File: src/rtl/nor_seq_pkg.sv
package nor_seq_pkg;

  typedef enum logic [2:0] {
    OP_RESET = 3'd0,
    OP_IDENT = 3'd1,
    OP_QUERY = 3'd2,
    OP_PROG  = 3'd3,
    OP_SECT  = 3'd4,
    OP_CHIP  = 3'd5
  } opcode_t;

  localparam int STEP_W = 3;

  typedef struct packed {
    logic              load;
    logic              active;
    logic [STEP_W-1:0] step;
  } seqStrobe_t;

  typedef enum logic [1:0] {
    SRC_CMD,
    SRC_BASE,
    SRC_USER_WORD,
    SRC_USER_SECTOR
  } addrSrc_t;

  function automatic logic opIsKnown(input logic [2:0] op);
    return op <= 3'd5;
  endfunction

  function automatic logic [STEP_W-1:0] opLength(input logic [2:0] op);
    case (op)
      3'd1:        return STEP_W'(3);
      3'd3:        return STEP_W'(4);
      3'd4, 3'd5:  return STEP_W'(6);
      default:     return STEP_W'(1);
    endcase
  endfunction

endpackage

File: src/rtl/nor_seq_ctrl.sv
module nor_seq_ctrl
  import nor_seq_pkg::*;
(
  input  logic       clk,
  input  logic       rstN,
  input  logic       reqValid,
  input  logic [2:0] reqOp,
  input  logic       busAck,
  output logic       reqReady,
  output logic       errPulse,
  output seqStrobe_t strb
);

  logic              busyQ;
  logic [STEP_W-1:0] stepQ;
  logic [STEP_W-1:0] lastQ;
  logic              errQ;
  logic              accept;
  logic              opOk;

  assign accept = reqValid && !busyQ;
  assign opOk   = opIsKnown(reqOp);

  always_ff @(posedge clk) begin
    if (!rstN) begin
      busyQ <= 1'b0;
      stepQ <= '0;
      lastQ <= '0;
      errQ  <= 1'b0;
    end else begin
      errQ <= accept && !opOk;
      if (accept && opOk) begin
        busyQ <= 1'b1;
        stepQ <= '0;
        lastQ <= opLength(reqOp) - STEP_W'(1);
      end else if (busyQ && busAck) begin
        if (stepQ == lastQ) busyQ <= 1'b0;
        else                stepQ <= stepQ + STEP_W'(1);
      end
    end
  end

  assign reqReady    = !busyQ;
  assign errPulse    = errQ;
  assign strb.load   = accept && opOk;
  assign strb.active = busyQ;
  assign strb.step   = stepQ;

  // a sequence only starts from an accepted request
  a_r11_start_after_accept: assert property (@(posedge clk) disable iff (!rstN)
    $rose(busyQ) |-> $past(reqValid && reqReady));

  // step index never runs past the sequence length
  a_r11_step_in_range: assert property (@(posedge clk) disable iff (!rstN)
    busyQ |-> stepQ <= lastQ);

  // invalid opcode yields error and no bus activity
  a_r12_bad_op_error: assert property (@(posedge clk) disable iff (!rstN)
    (reqValid && reqReady && reqOp > 3'd5) |=> (errPulse && !busyQ));

endmodule

File: src/rtl/nor_seq_dp.sv
module nor_seq_dp
  import nor_seq_pkg::*;
#(
  parameter int            AW       = 24,
  parameter int            DW       = 16,
  parameter logic [AW-1:0] DEV_BASE = '0
) (
  input  logic          clk,
  input  logic          rstN,
  input  seqStrobe_t    strb,
  input  logic [2:0]    reqOp,
  input  logic [AW-1:0] reqAddr,
  input  logic [DW-1:0] reqData,
  input  logic          byteMode,
  input  logic          busAck,
  output logic          busWrite,
  output logic [AW-1:0] busAddr,
  output logic [DW-1:0] busData
);

  localparam int OFF_W = 12;
  localparam int CMD_W = 8;

  opcode_t       opQ;
  logic [AW-1:0] addrQ;
  logic [DW-1:0] dataQ;
  logic          byteQ;

  addrSrc_t          src;
  logic [OFF_W-1:0]  cmdOff;
  logic [CMD_W-1:0]  cmdByte;

  always_ff @(posedge clk) begin
    if (!rstN) begin
      opQ   <= OP_RESET;
      addrQ <= '0;
      dataQ <= '0;
      byteQ <= 1'b0;
    end else if (strb.load) begin
      opQ   <= opcode_t'(reqOp);
      addrQ <= reqAddr;
      dataQ <= reqData;
      byteQ <= byteMode;
    end
  end

  // step table: address source, command offset and command byte
  always_comb begin
    src     = SRC_CMD;
    cmdOff  = 12'h555;
    cmdByte = 8'hAA;
    case (opQ)
      OP_RESET: begin src = SRC_BASE; cmdOff = 12'h000; cmdByte = 8'hF0; end
      OP_QUERY: begin cmdOff = 12'h055; cmdByte = 8'h98; end
      default: begin
        case (strb.step)
          3'd0: begin cmdOff = 12'h555; cmdByte = 8'hAA; end
          3'd1: begin cmdOff = 12'h2AA; cmdByte = 8'h55; end
          3'd2: begin
            cmdOff = 12'h555;
            if (opQ == OP_IDENT)     cmdByte = 8'h90;
            else if (opQ == OP_PROG) cmdByte = 8'hA0;
            else                     cmdByte = 8'h80;
          end
          3'd3: begin
            if (opQ == OP_PROG) src = SRC_USER_WORD;
            cmdOff = 12'h555; cmdByte = 8'hAA;
          end
          3'd4: begin cmdOff = 12'h2AA; cmdByte = 8'h55; end
          default: begin
            if (opQ == OP_CHIP) begin cmdOff = 12'h555; cmdByte = 8'h10; end
            else begin src = SRC_USER_SECTOR; cmdByte = 8'h30; end
          end
        endcase
      end
    endcase
  end

  always_comb begin
    case (src)
      SRC_BASE:        busAddr = DEV_BASE;
      SRC_USER_WORD,
      SRC_USER_SECTOR: busAddr = addrQ;
      default:         busAddr = DEV_BASE + (AW'(cmdOff) << byteQ);
    endcase
    busData = (src == SRC_USER_WORD) ? dataQ : DW'(cmdByte);
  end

  assign busWrite = strb.active;

  // pending write keeps its address and data until acknowledged
  a_r10_hold_until_ack: assert property (@(posedge clk) disable iff (!rstN)
    (busWrite && !busAck) |=> (busWrite && $stable(busAddr) && $stable(busData)));

  // the write strobe only drops after an acknowledge
  a_r10_drop_after_ack: assert property (@(posedge clk) disable iff (!rstN)
    $fell(busWrite) |-> $past(busAck));

endmodule

File: src/rtl/nor_cmd_seq.sv
module nor_cmd_seq
  import nor_seq_pkg::*;
#(
  parameter int            AW       = 24,
  parameter int            DW       = 16,
  parameter logic [AW-1:0] DEV_BASE = '0
) (
  input  logic          clk,
  input  logic          rstN,
  input  logic          reqValid,
  output logic          reqReady,
  input  logic [2:0]    reqOp,
  input  logic [AW-1:0] reqAddr,
  input  logic [DW-1:0] reqData,
  input  logic          byteMode,
  output logic          busWrite,
  output logic [AW-1:0] busAddr,
  output logic [DW-1:0] busData,
  input  logic          busAck,
  output logic          errPulse
);

  seqStrobe_t strb;

  nor_seq_ctrl ctrl_i (
    .clk      (clk),
    .rstN     (rstN),
    .reqValid (reqValid),
    .reqOp    (reqOp),
    .busAck   (busAck),
    .reqReady (reqReady),
    .errPulse (errPulse),
    .strb     (strb)
  );

  nor_seq_dp #(.AW(AW), .DW(DW), .DEV_BASE(DEV_BASE)) dp_i (
    .clk      (clk),
    .rstN     (rstN),
    .strb     (strb),
    .reqOp    (reqOp),
    .reqAddr  (reqAddr),
    .reqData  (reqData),
    .byteMode (byteMode),
    .busAck   (busAck),
    .busWrite (busWrite),
    .busAddr  (busAddr),
    .busData  (busData)
  );

endmodule

File: config.mk
export PLATFORM = sky130hd
export DESIGN_NAME = nor_cmd_seq
export DESIGN_NICKNAME = d
export VERILOG_FILES = /design/src/rtl/nor_seq_pkg.sv /design/src/rtl/nor_seq_ctrl.sv /design/src/rtl/nor_seq_dp.sv /design/src/rtl/nor_cmd_seq.sv
export SDC_FILE = /design/constraint.sdc
export NUM_CORES = 1
export LEC_CHECK = 0
export ABC_CLOCK_PERIOD_IN_PS = 5500
export BUFFER_PORTS_ARGS = -buffer_cell sky130_fd_sc_hd__buf_4
export CAP_MARGIN = 20
export CORE_MARGIN = 4
export CORE_UTILIZATION = 55
export CTS_BUF_LIST = sky130_fd_sc_hd__clkbuf_4 sky130_fd_sc_hd__clkbuf_8
export CTS_CLUSTER_SIZE = 10
export DETAILED_ROUTE_END_ITERATION = 7
export GPL_ROUTABILITY_DRIVEN = 0
export GPL_TIMING_DRIVEN = 1
export PLACE_DENSITY_LB_ADDON = 0.2
export SYNTH_ARGS = -nofsm -noshare
export SYNTH_HDL_FRONTEND = slang
export SYNTH_SLANG_ARGS = --single-unit
File: constraint.sdc
create_clock -name clk -period 5.5 [get_ports clk]
set_clock_uncertainty 0.1 [all_clocks]
set_input_delay 0.825 -clock clk [delete_from_list [all_inputs] [get_ports clk]]
set_output_delay 0.825 -clock clk [all_outputs]
set_load 0.02 [all_outputs]
After elaboration in Yosys (flattened, before gate mapping)

Index checks and enable logic that the tools add are counted.

Register bits after elaboration: 52
Input port bits: 48
Output and inout bits: 43
Word-level logic and storage cells: 67

Equal/unequal tests: 16
Muxes and demuxes: 19
Shifts and indexed selects: 1
Magnitude comparators: 1
Reductions and logical operators: 18
Add/subtract/negate cells: 2
Bitwise logic cells: 2

Operator list:

| kind                  | number |
|---|---|
| $pmux W24 S2          | 1 |
| $pmux W12 S2          | 1 |
| $pmux W8 S3           | 1 |
| $shl A12 B1 Y24       | 1 |
| $mux W16              | 1 |
| $pmux W8 S2           | 1 |
| $eq A3 B2 Y1 const B  | 5 |
| $eq A3 B3 Y1 const B  | 4 |
| $mux W6               | 2 |
| $mux W11              | 1 |
| $reduce_or A2 Y1      | 5 |
| $eq A3 B1 Y1 const B  | 3 |
| $pmux W3 S3           | 1 |
| $mux W8               | 1 |
| $pmux W2 S2           | 2 |
| $logic_not A3 Y1      | 2 |
| $mux W3               | 2 |
| $eq A2 B2 Y1 const B  | 2 |
| $logic_and A1 B1 Y1   | 4 |
| $mux W2               | 2 |
| $reduce_and A2 Y1     | 2 |
| $reduce_bool A2 Y1    | 2 |
| $reduce_or A4 Y1      | 1 |
| $add A3 B1 Y3 const B | 1 |
| other kinds (7)       | 11 |

Longest topological paths before layout

Gate-level depths: netlist (run 1).

Word-level depth: 7
Depth in mapped cells: 9
Depth with buffers taken out: 6

By module

From an unflattened synthesis (run 1), not the netlist that was laid out.

Cells, all modules: 285
Area, all modules: 2770.2 µm²

Modules (own cells, without submodules):

| module       | seq. area each (µm²) | area each (µm²) | times used | cells each |
|---|---|---|---|---|
| nor_seq_dp   | 880.8                | 2316.0          | 1          | 236 |
| nor_seq_ctrl | 160.2                | 454.2           | 1          | 49 |

Worst setup path after synthesis (run 1)

No wires, ideal clock.

Path kind: reg-to-output
From: reg ctrl_i.stepQ[0]
To: out busAddr[15]
Arrival time: 2375 ps
Stages on the path, launching flop included: 10
Required time: 4575 ps
Slack: 2200 ps
Buffers on the path: 3
Cells stage by stage: dfxtp_1 clkbuf_1 inv_1 ha_1 or4_4 a2111oi_4 or2_1 buf_6 buf_8 and2_1

Cells in the longest elaborated chain, start to end: 7
Elaborated cells between the ends (all ways): 17
Classes of those cells: eq/ne: 7; shift: 1; mux: 5; reduce/logical: 4

Ends and longest elaborated chain:

| item                                       | RTL line           | text |
|---|---|---|
| from (decl)                                | nor_seq_ctrl.sv:15 | `logic [STEP_W-1:0] stepQ;` |
| from (signal assigned)                     | nor_seq_ctrl.sv:38 | `else stepQ <= stepQ + STEP_W'(1);` |
| $eq A3 B1 Y1, or another cell as far along | nor_seq_dp.sv:56   | `case (strb.step)` |
| $reduce_or A4 Y1 (no line)                 | --                 |  |
| $pmux W2 S2                                | nor_seq_dp.sv:56   |  |
| $pmux W2 S2                                | nor_seq_dp.sv:52   | `case (opQ)` |
| $eq A2 B2 Y1                               | nor_seq_dp.sv:80   | `case (src)` |
| $reduce_or A2 Y1                           | nor_seq_dp.sv:80   |  |
| $pmux W24 S2 *                             | nor_seq_dp.sv:80   |  |
| to (decl)                                  | nor_cmd_seq.sv:17  | `output logic [AW-1:0] busAddr,` |

Mark *: on every way between the ends. The rest lies on a longest branch, timed or not.

Final worst setup path (run 1)

From: reg ctrl_i.stepQ[0]
To: out busAddr[9]

The elaborated chain is that of the path after synthesis.

==> results of run 1 <==
## registers in the layout (all words and copies together), names as in the netlist
name / count
dp_i.opQ: 3
ctrl_i.busyQ: 1
dp_i.addrQ: 24
dp_i.byteQ: 1
dp_i.dataQ: 16
ctrl_i.stepQ: 3
ctrl_i.lastQ: 3
ctrl_i.errPulse: 1
## power groups by stage
| stage | combinational (mW) | clock [mW] | sequential (mW) |
|---|---|---|---|
| floorplan | 0.0952 | 0 | 0.417 |
| global placement | 0.154 | 0 | 0.420 |
| detailed placement | 0.157 | 0 | 0.421 |
| CTS | 0.158 | 0.214 | 0.412 |
| global route | 0.175 | 0.229 | 0.415 |
| finish | 0.159 | 0.212 | 0.412 |
## stage by stage
step,area (um^2),hold slack (ns),util (%),setup slack [ns]
after detailed placement,3273,0.3415,72.67,1.804
after floorplan,2636,0.3305,-,2.200
after global placement,3273,0.3361,72.67,1.904
final,3374,0.3504,74.92,1.477
after CTS,3354,0.3537,74.47,1.466
after global routing,3374,0.3705,74.92,1.277
## placed cells by master (no fill, tap or decap), types with 2 or more instances in the layout
cell type	count
o21ai_0	6
ha_1	6
dfxtp_1	52
a21boi_1	42
nor2b_1	3
a21oi_1	3
a22o_1	5
a32o_1	2
a21o_1	7
xnor2_1	5
nand3_1	3
clkbuf_8	5
nand2_1	91
nor2_1	22
or3_1	2
and2_1	22
buf_4	92
o21ai_1	2
a41oi_1	2
inv_1	4
nand2b_1	4
mux2i_1	2
nor3_1	7
## per-layer routing
metal / vias up / track usage [%] / share of wire (%)
met5: - / 0 / 0
li1: 1249 / - / -
met2: 89 / 38.51 / 50
met1: 1135 / 25.65 / 40
met4: 0 / 5.872 / 0.87
met3: 6 / 6.909 / 8.6
## synth_stat cells, drive strengths merged, types with 5 or more instances
library cell and n:
xnor2 5, a21boi 42, nor2 22, dfxtp 52, a21o 7, buf 6
o21ai 8, nand2 91, ha 6, and2 22, inv 5, nor3 7
a22o 5, clkbuf 19
## tightest hold or removal path, delay by kind of cell (launching register included)
kind	cells	cell delay [ns]
DFF	1	0.31
and+or+nand+nor	1	0.05
AOI/OAI and AO/OA	1	0.05
## worst paths after layout
path / start / to / slack [ns]
setup / recovery: ctrl_i.stepQ[0] / busAddr[9] / 1.48
hold / removal: dp_i.addrQ[14] / dp_i.addrQ[14] / 0.35
setup reg to reg: ctrl_i.busyQ / dp_i.addrQ[17] / 3.62
hold reg to reg: dp_i.addrQ[14] / dp_i.addrQ[14] / 0.35
## logic make-up (layout without fill, tap and decap cells)
kind of cell,Yosys count,count (layout),share of synthesized area (%)
DFF,52,52,39.49
xor gates and xnor gates,5,5,1.661
muxes,3,3,1.187
adders and majority gates,6,6,2.848
and+or+nand+nor,157,157,26.34
buffers and inverters,30,105,5.647
AOI/OAI and AO/OA,79,79,22.83
## cell type report
| cell class | count | area, um^2 |
|---|---|---|
| Multi-Input combinational cell | 250 | 1458 |
| Fill cell | 356 | 1130 |
| Sequential cell | 52 | 1041 |
| Timing Repair Buffer | 93 | 710.7 |
| Clock buffer | 6 | 76.32 |
| Tap cell | 52 | 65.06 |
| Inverter | 5 | 18.77 |
| Clock inverter | 1 | 5.005 |
==> impl_results.md, run 1 <==
- Syn Area/Cell: 7.941 um^2
- Die ar.: 5965 um^2
- 1st-iter DRT viols: 211
- Buffers & Inverters on Critical Path: 2
- Critical path depth in cells: 7
- Register area share after synthesis: 39.49%
- Sw power: 0.2173 mW
- CP arrival: 3.10 ns
- CP delay by family, top: simple AND/OR/NAND/NOR gates
- Placed cell count: 451
- Slew @ Worst Pin: 0.9397 ns
- Hold_buf cts: 0
- Synthesized instance count: 332
- Total core area: 4504 um^2
- Clock Tree Root: clkbuf_8
- Fraction of layout cells with a size suffix above 1: 25.80%
- Die Width: 77.24 um
- Post-synth EDFFs: 0
- Largest net degree at the start of global routing: 50
- Comb pwr share: 20.3%
- FMAX: 0.2486 GHz
- Register share of total power: 52.7%
- CTS tree: built
- Worst vdd rail ir drop: 201.2 uV
- Leakage dissipation: 1.491 nW
- Initial antenna violation count: 0
- Final WL: 6.519 mm
- Total GRT Usage: 21.95%
- Syn. warnings: 0
- Remaining DRCs: 0
- Worst-path cell chain: inv_1 -> ha_1 -> or4_4 -> a2111oi_4 -> or2_1 -> a22o_1 -> buf_4
- Post-Route Setup TNS: 0 ns
- Startpoint Class: register
- Clk slew on worst S/H paths: 0.09 ns
- Unrepaired setup endpoints after global routing: no
- Status: finished clean
- Total Power: 0.7827 mW
- Area leader, netlist: dfxtp_1
- Yosys reg bits: 52
- CP Max Fanout: 24
- Syn nets: 386
- Crit end category: primary output
- Dominant synthesized flop cell: dfxtp_1
- CTS Sinks: 52
- CP required: 4.58 ns
- Fin crit period: 4.023 ns
- First-pass GRT wire length: 10.72 mm
- Routed WL per cell: 14.20 um
- Die H: 77.24 um
- Ys async rst share: 0%
- Finished Layout Cells: 459
- Worst-skew pair later-pin latency: 0.29 ns
- Nets: 461
- Total CTS buffers: 5
- Setup bufs post-CTS: 0
- DR vias/cell: 5.401
- H-tree Lvls: 2
- Hold Crit Class: register to register
- Hold depth: 2
- Max_slew headroom: 37.20%
- Vias after detailed routing: 2,479
- I/O pins: 91
- Mapped cell area: 2636 um^2
- PortBufs: 90
- ANT cells: 0
- HPWL after DPL: 4.698 mm
- Final Hold Fails: 0
- Max-Cap Viols: 0
- Critical path type: register to primary output
- Initial core utilization: 58.53%
- Slowest cell on crit path: or2_1
- Synth area leaders: dfxtp_1, nand2_1, a21boi_1
- Critical path's largest stage delay: 0.60 ns
- GR Overflow Total: 0
- Share of the synthesized area in the top cell type: 39.49%
- Drt pass-1 iters: 4
- Post-DRT Antenna Nets: 0
- Slew Viols, Final: 0
- Distinct cells, synth: 39
- Final setup fails: 0
- Switching portion of total power: 27.76%
- Clock power frac: 27.0%
- Area growth, synth to finish: 28.00%
- Int Pwr: 0.5654 mW
- Row Count: 24
- PwrDens: 232.0 nW/um^2
- CTS resizes: 0
- FF-to-FF path depth: 5
- Tcrit/Tclk final: 73.14%
- Longest Clk Path Bufs: 2
- Vias in the first global route: 2,383
(Power assumes the default switching activity.)
==> run 2: changes to the inputs <==
--- a/config.mk
+++ b/config.mk
@@ -5,11 +5,11 @@
 export SDC_FILE = /design/constraint.sdc
 export NUM_CORES = 1
 export LEC_CHECK = 0
-export ABC_CLOCK_PERIOD_IN_PS = 5500
+export ABC_CLOCK_PERIOD_IN_PS = 4200
 export BUFFER_PORTS_ARGS = -buffer_cell sky130_fd_sc_hd__buf_4
 export CAP_MARGIN = 20
 export CORE_MARGIN = 4
-export CORE_UTILIZATION = 55
+export CORE_UTILIZATION = 52
 export CTS_BUF_LIST = sky130_fd_sc_hd__clkbuf_4 sky130_fd_sc_hd__clkbuf_8
 export CTS_CLUSTER_SIZE = 10
 export DETAILED_ROUTE_END_ITERATION = 7
==> constraint.sdc (replaced) <==
create_clock -name clk -period 4.2 [get_ports clk]
set_clock_uncertainty 0.1 [all_clocks]
set_input_delay 0.63 -clock clk [delete_from_list [all_inputs] [get_ports clk]]
set_output_delay 0.63 -clock clk [all_outputs]
set_load 0.02 [all_outputs]
==> run 2 against run 1 <==
- global-route usage down 1.1 points
- clock power grew 43%
- non-clock buffer count up 1
- via count fell by 1.4%
- critical path type unchanged
- largest power group unchanged
- total power is 34% higher
- sequential share of layout area fell by 0.44 points
- flip-flop and latch count is the same
- register-to-register slack worse by 1.5 ns
- worst hold slack got worse by 0.00069 ns
- critical path depth unchanged
- wire length fell by 1.8%
- die area is 5.2% higher
==> impl_results.md, run 2 (synthesized netlist as in run 1, its figures left out) <==
- Final WL: 6.404 mm (-1.8%)
- Critical path's largest stage delay: 0.62 ns (+0.02 ns)
- Max-Cap Viols: 0 (unchanged)
- Area growth, synth to finish: 29.85%
- Vias in the first global route: 2,338 (-1.9%)
- ANT cells: 0 (unchanged)
- Die H: 79.20 um (+2.5%)
- I/O pins: 91 (unchanged)
- CTS Sinks: 52 (unchanged)
- Final Hold Fails: 0 (unchanged)
- Worst vdd rail ir drop: 206.0 uV (+2.4%)
- Finished Layout Cells: 475 (+3.5%)
- Clk slew on worst S/H paths: 0.09 ns (about the same)
- Hold_buf cts: 0 (unchanged)
- Initial core utilization: 54.73% (-3.8 points)
- Tcrit/Tclk final: 91.83%
- Slack of the critical path: 0.3431 ns (-1.134 ns)
- Critical path type: register to primary output
- Slew @ Worst Pin: 0.6966 ns (-0.2431 ns)
- Unrepaired setup endpoints after global routing: no
- Post-Place Cell Area: 3299 um^2 (+0.80%)
- DR vias/cell: 5.147 (-4.7%)
- CP delay by family, top: simple AND/OR/NAND/NOR gates
- Fin crit period: 3.857 ns
- Met2 usage in global routing: 36.62% (-1.9 points)
- Leakage dissipation: 1.506 nW (+0.98%)
- Drt pass-1 iters: 4 (unchanged)
- Status: finished clean
- CTS resizes: 0 (unchanged)
- PortBufs: 90 (unchanged)
- Number of fill cells: 445 (+25%)
- Final Instance Area: 3423 um^2 (+1.4%)
- Total GRT Usage: 20.85% (-1.1 points)
- Met1 GRT Util: 24.82% (-0.83 points)
- Placed cell count: 467 (+3.5%)
- Die ar.: 6273 um^2 (+5.2%)
- CP arrival: 3.13 ns (+0.03 ns)
- Clock Tree Root: clkbuf_8
- Setup bufs post-CTS: 0 (unchanged)
- GR Overflow Total: 0 (unchanged)
- Routed WL per cell: 13.48 um (-5.1%)
- Max_slew headroom: 53.56% (+16 points)
- CTS tree: built
- First-pass GRT wire length: 10.52 mm (-1.9%)
- Remaining DRCs: 0 (unchanged)
- Met3 Use GR: 5.782% (-1.1 points)
- Buffers & Inverters on Critical Path: 2 (unchanged)
- GRT busiest layer: met2
- Initial antenna violation count: 0 (unchanged)
- Slew Viols, Final: 0 (unchanged)
- H-tree Lvls: 2 (unchanged)
- Worst-skew pair later-pin latency: 0.30 ns (about the same)
- Fraction of layout cells with a size suffix above 1: 25.98% (+0.18 points)
- Slowest cell on crit path: or2_1
- Post-Route Setup TNS: 0 ns (unchanged)
- Vias after detailed routing: 2,445 (-1.4%)
- Final setup fails: 0 (unchanged)
- Total core area: 4817 um^2 (+6.9%)
- Startpoint Class: register
- FMAX: 0.2593 GHz
- Worst-path cell chain: inv_1 -> ha_1 -> or4_4 -> a2111oi_4 -> or2_1 -> a22o_1 -> buf_4
- Longest Clk Path Bufs: 2 (unchanged)
- Row Count: 25 (+4.2%)
- Nets: 462 (+0.22%)
- CP Max Fanout: 24 (unchanged)
- Die Width: 79.20 um (+2.5%)
- PwrDens: 307.2 nW/um^2 (+32%)
- Biggest regs: dp_i.addrQ: 24 flops, dp_i.dataQ: 16 flops
- Largest register FFs: 24 (unchanged)
- Pre-CTS setup slack: 0.6725 ns (-1.131 ns)
- Post-DRT Antenna Nets: 0 (unchanged)
- Most common cell after layout, fill and taps aside: buf_4
- Total CTS buffers: 5 (unchanged)
- Most frequent cells in the layout: buf_4, nand2_1, dfxtp_1, a21boi_1
- 1st-iter DRT viols: 121 (-43%)
- HPWL after DPL: 4.535 mm (-3.5%)
- Largest Register: dp_i.addrQ
- Largest net degree at the start of global routing: 50 (unchanged)
- CP required: 3.47 ns (-1.11 ns)
- Hold Crit Class: register to register
- Crit end category: primary output
- Hold slack: 0.3497 ns (-0.0006930 ns)
## run 2: cell types whose count changed in the layout (fill, tap and decap cells not counted), sizes merged
| cell | before | now |
|---|---|---|
| buf | 93 | 94 |
| clkbuf | 6 | 7 |
| clkinv | 1 | 0 |
## run 2: where the power goes
group          leakage (nW)  switching (mW)  total (mW)  internal (mW)
Sequential            0.426          0.0184       0.540          0.522
Clock                0.0503           0.156       0.303          0.147
Combinational          1.03           0.109       0.209          0.100
Total                  1.51           0.283        1.05          0.769
## run 2: through the flow
step | utilization (%) | power (mW)
floorplan | - | 0.6705
global route | 71.06 | 1.107
finish | 71.06 | 1.051
global placement | 68.49 | 0.7514
CTS | 70.49 | 1.058
detailed placement | 68.49 | 0.7567
## run 2: path summary, 6_finish.rpt
check,end,from,cells past startpoint,slack (ns)
setup / recovery,busAddr[9],ctrl_i.stepQ[0],7,0.34
hold / removal,dp_i.dataQ[8],dp_i.dataQ[8],2,0.35
setup reg to reg,ctrl_i.stepQ[2],ctrl_i.busyQ,5,2.11
hold reg to reg,dp_i.dataQ[8],dp_i.dataQ[8],2,0.35
## run 2: layout make-up
| class | instances | area, um^2 | area share, % |
|---|---|---|---|
| well taps | 67 | 83.83 | 2.449 |
| multi-input cells | 250 | 1458 | 42.58 |
| inverters | 5 | 18.77 | 0.5482 |
| repair buffers | 94 | 725.7 | 21.20 |
| clock buffers | 7 | 96.34 | 2.814 |
| flip-flops and latches | 52 | 1041 | 30.41 |
## run 2: tightest hold or removal path, stage by stage (launching register included)
cell and delay [ns]:
dfxtp_1 0.31, nand2_1 0.05, a21boi_1 0.05
## run 2: metal layers
metal	up-vias	share of wire [%]
met4	0	1.1
met3	6	7.0
met5	-	0
met1	1119	42
li1	1249	-
met2	71	50
==> run 3: changes to the inputs <==
==> constraint.sdc (replaced) <==
create_clock -name clk -period 4.2 [get_ports clk]
set_clock_uncertainty 0.1 [all_clocks]
set_input_delay 0.42 -clock clk [delete_from_list [all_inputs] [get_ports clk]]
set_output_delay 0.42 -clock clk [all_outputs]
set_load 0.02 [all_outputs]
==> run 3 against run 2 <==
- highest routed layer unchanged
- maximum frequency is 5.7% higher
- combinational power hardly changed
- non-clock buffer count down 1
- first-iteration DRC count fell by 5.0%
- via count rose by 1.2%
- worst hold slack lost 0.095 ns
- critical path type unchanged
- critical path depth unchanged
==> impl_results.md, run 3 (synthesized netlist as in run 1, its figures left out) <==
- Worst-skew pair later-pin latency: 0.29 ns (about the same)
- Placed cell count: 466 (-0.21%)
- Remaining DRCs: 0 (unchanged)
- Vias after detailed routing: 2,474 (+1.2%)
- Largest Register: dp_i.addrQ
- Total core area: 4817 um^2 (unchanged)
- Sw power: 0.2839 mW (+0.34%)
- Routed WL per cell: 13.41 um (-0.52%)
- GR Overflow Total: 0 (unchanged)
- Critical path's largest stage delay: 0.63 ns (about the same)
- Leakage dissipation: 1.511 nW (+0.36%)
- FF-to-FF Start: ctrl_i.busyQ
- Post-Route Setup TNS: 0 ns (unchanged)
- Worst vdd rail ir drop: 242.8 uV (+18%)
- Max-Cap Viols: 0 (unchanged)
- Slack of the critical path: 0.5496 ns (+0.2065 ns)
- Total GRT Usage: 20.93% (+0.088 points)
- Setup bufs post-CTS: 0 (unchanged)
- PortBufs: 90 (unchanged)
- Most common cell after layout, fill and taps aside: buf_4
- Worst-path cell chain: inv_1 -> ha_1 -> or4_4 -> a2111oi_4 -> or2_1 -> a22o_1 -> buf_4
- HPWL after DPL: 4.511 mm (-0.53%)
- Total Power: 1.114 mW (+6.0%)
- Post-DRT Antenna Nets: 0 (unchanged)
- I/O pins: 91 (unchanged)
- Fraction of layout cells with a size suffix above 1: 25.98% (unchanged)
- CTS tree: built
- Most frequent cells in the layout: buf_4, nand2_1, dfxtp_1, a21boi_1
- Pre-CTS setup slack: 0.8662 ns (+0.1937 ns)
- Crit end category: primary output
- Fin crit period: 3.650 ns (-0.2065 ns)
- CP required: 3.68 ns (+0.21 ns)
- Die ar.: 6273 um^2 (unchanged)
- CP Max Fanout: 24 (unchanged)
- First-pass GRT wire length: 10.59 mm (+0.66%)
- Final Hold Fails: 0 (unchanged)
- FF-to-FF path depth: 5 (unchanged)
- Clock Tree Root: clkbuf_8
- RR Endpoint: dp_i.dataQ[6]
- H-tree Lvls: 2 (unchanged)
- CTS Sinks: 52 (unchanged)
- Initial antenna violation count: 0 (unchanged)
- Max_slew headroom: 39.49% (-14 points)
- Final setup fails: 0 (unchanged)
- Status: finished clean
- Switching portion of total power: 25.48% (-1.4 points)
- Clock power frac: 33.0% (+4.2 points)
- Area growth, synth to finish: 30.42%
- Die Width: 79.20 um (unchanged)
- CP arrival: 3.13 ns (about the same)
- Biggest regs: dp_i.addrQ: 24 flops, dp_i.dataQ: 16 flops
- Hold Crit Class: primary input to register
- Vias in the first global route: 2,368 (+1.3%)
- Total CTS buffers: 5 (unchanged)
- Clk slew on worst S/H paths: 0.09 ns (about the same)
- PwrDens: 324.1 nW/um^2 (+5.5%)
- Final Util: 71.38% (+0.31 points)
- ANT cells: 0 (unchanged)
- Longest Clk Path Bufs: 2 (unchanged)
- Drt pass-1 iters: 4 (unchanged)
- Finished Layout Cells: 475 (unchanged)
- Hold depth: 3 (+1)
- Slowest cell on crit path: or2_1
- Tcrit/Tclk final: 86.91% (-4.9 points)
- FMAX: 0.2739 GHz (+5.7%)
- Die H: 79.20 um (unchanged)
- Flop2flop setup slack: 2.32 ns (+0.21 ns)
- Largest net degree at the start of global routing: 50 (unchanged)
- Startpoint Class: register
- Hold_buf cts: 0 (unchanged)
- Hold Path End: dp_i.addrQ[10]
- 1st-iter DRT viols: 115 (-5.0%)
- Nets: 461 (-0.22%)
- Comb pwr share: 18.6% (-1.3 points)
- Unrepaired setup endpoints after global routing: no
- Register share of total power: 48.4% (-3.0 points)
- Final WL: 6.371 mm (-0.52%)
- Largest register FFs: 24 (unchanged)
- Row Count: 25 (unchanged)
- HP Start: reqAddr[10]
- CTS resizes: 0 (unchanged)
- Int Pwr: 0.8304 mW (+8.0%)
- DR vias/cell: 5.208 (+1.2%)
- Slew Viols, Final: 0 (unchanged)
- Critical path type: register to primary output
- Initial core utilization: 54.73% (unchanged)
- Slew @ Worst Pin: 0.9054 ns (+0.2088 ns)
-- run 3: per-layer routing --
layer / routed length [um] / vias to the layer above / global-route usage, %
met3: 466 / 6 / 6.349
met5: 0 / - / 0
met4: 68 / 0 / 5.326
li1: - / 1249 / -
met2: 3150 / 72 / 36.78
met1: 2685 / 1147 / 24.75
-- run 3: final cells by class --
type	instances	area, um^2
multi-input combinational	250	1458
tap	67	83.83
clock inverter	1	30.03
clock buffer	7	96.34
inverter	5	18.77
fill	436	1379
sequential	52	1041
timing repair buffer	93	710.7
-- run 3: worst max-delay path by stage --
stage                     cells after the start       startpoint           to  slack [ns]
after global placement                        7  ctrl_i.stepQ[0]   busAddr[9]        0.97
after floorplan                               9  ctrl_i.stepQ[0]  busAddr[15]        1.30
after CTS                                     7  ctrl_i.stepQ[0]   busAddr[0]        0.53
after global routing                          7  ctrl_i.stepQ[0]   busAddr[0]        0.34
after detailed placement                      7  ctrl_i.stepQ[0]   busAddr[0]        0.87
final                                         7  ctrl_i.stepQ[0]   busAddr[0]        0.55
-- run 3: per-stage QoR --
| stage | hold slack [ns] | instance area, um^2 |
|---|---|---|
| 2_1_floorplan | 0.3305 | 2636 |
| 3_3_place_gp | 0.3357 | 3292 |
| 3_5_place_dp | 0.3417 | 3292 |
| 4_1_cts | 0.2494 | 3418 |
| 5_1_grt | 0.2389 | 3438 |
| 6_report | 0.2550 | 3438 |
-- run 3: worst max-delay path: cells and delay by family (launching register included) --
| kind | cells | cell delay (ns) |
|---|---|---|
| and+or+nand+nor | 2 | 1.13 |
| AOI/OAI and AO/OA | 2 | 0.65 |
| DFF | 1 | 0.50 |
| buffers and inverters | 2 | 0.28 |
| adders and majority gates | 1 | 0.26 |
-- run 3: power groups by stage --
stage	clock, mW	sequential, mW	combinational (mW)
detailed placement	0	0.551	0.205
finish	0.368	0.540	0.207
global placement	0	0.550	0.201
global route	0.395	0.545	0.227
floorplan	0	0.546	0.125
CTS	0.375	0.540	0.205
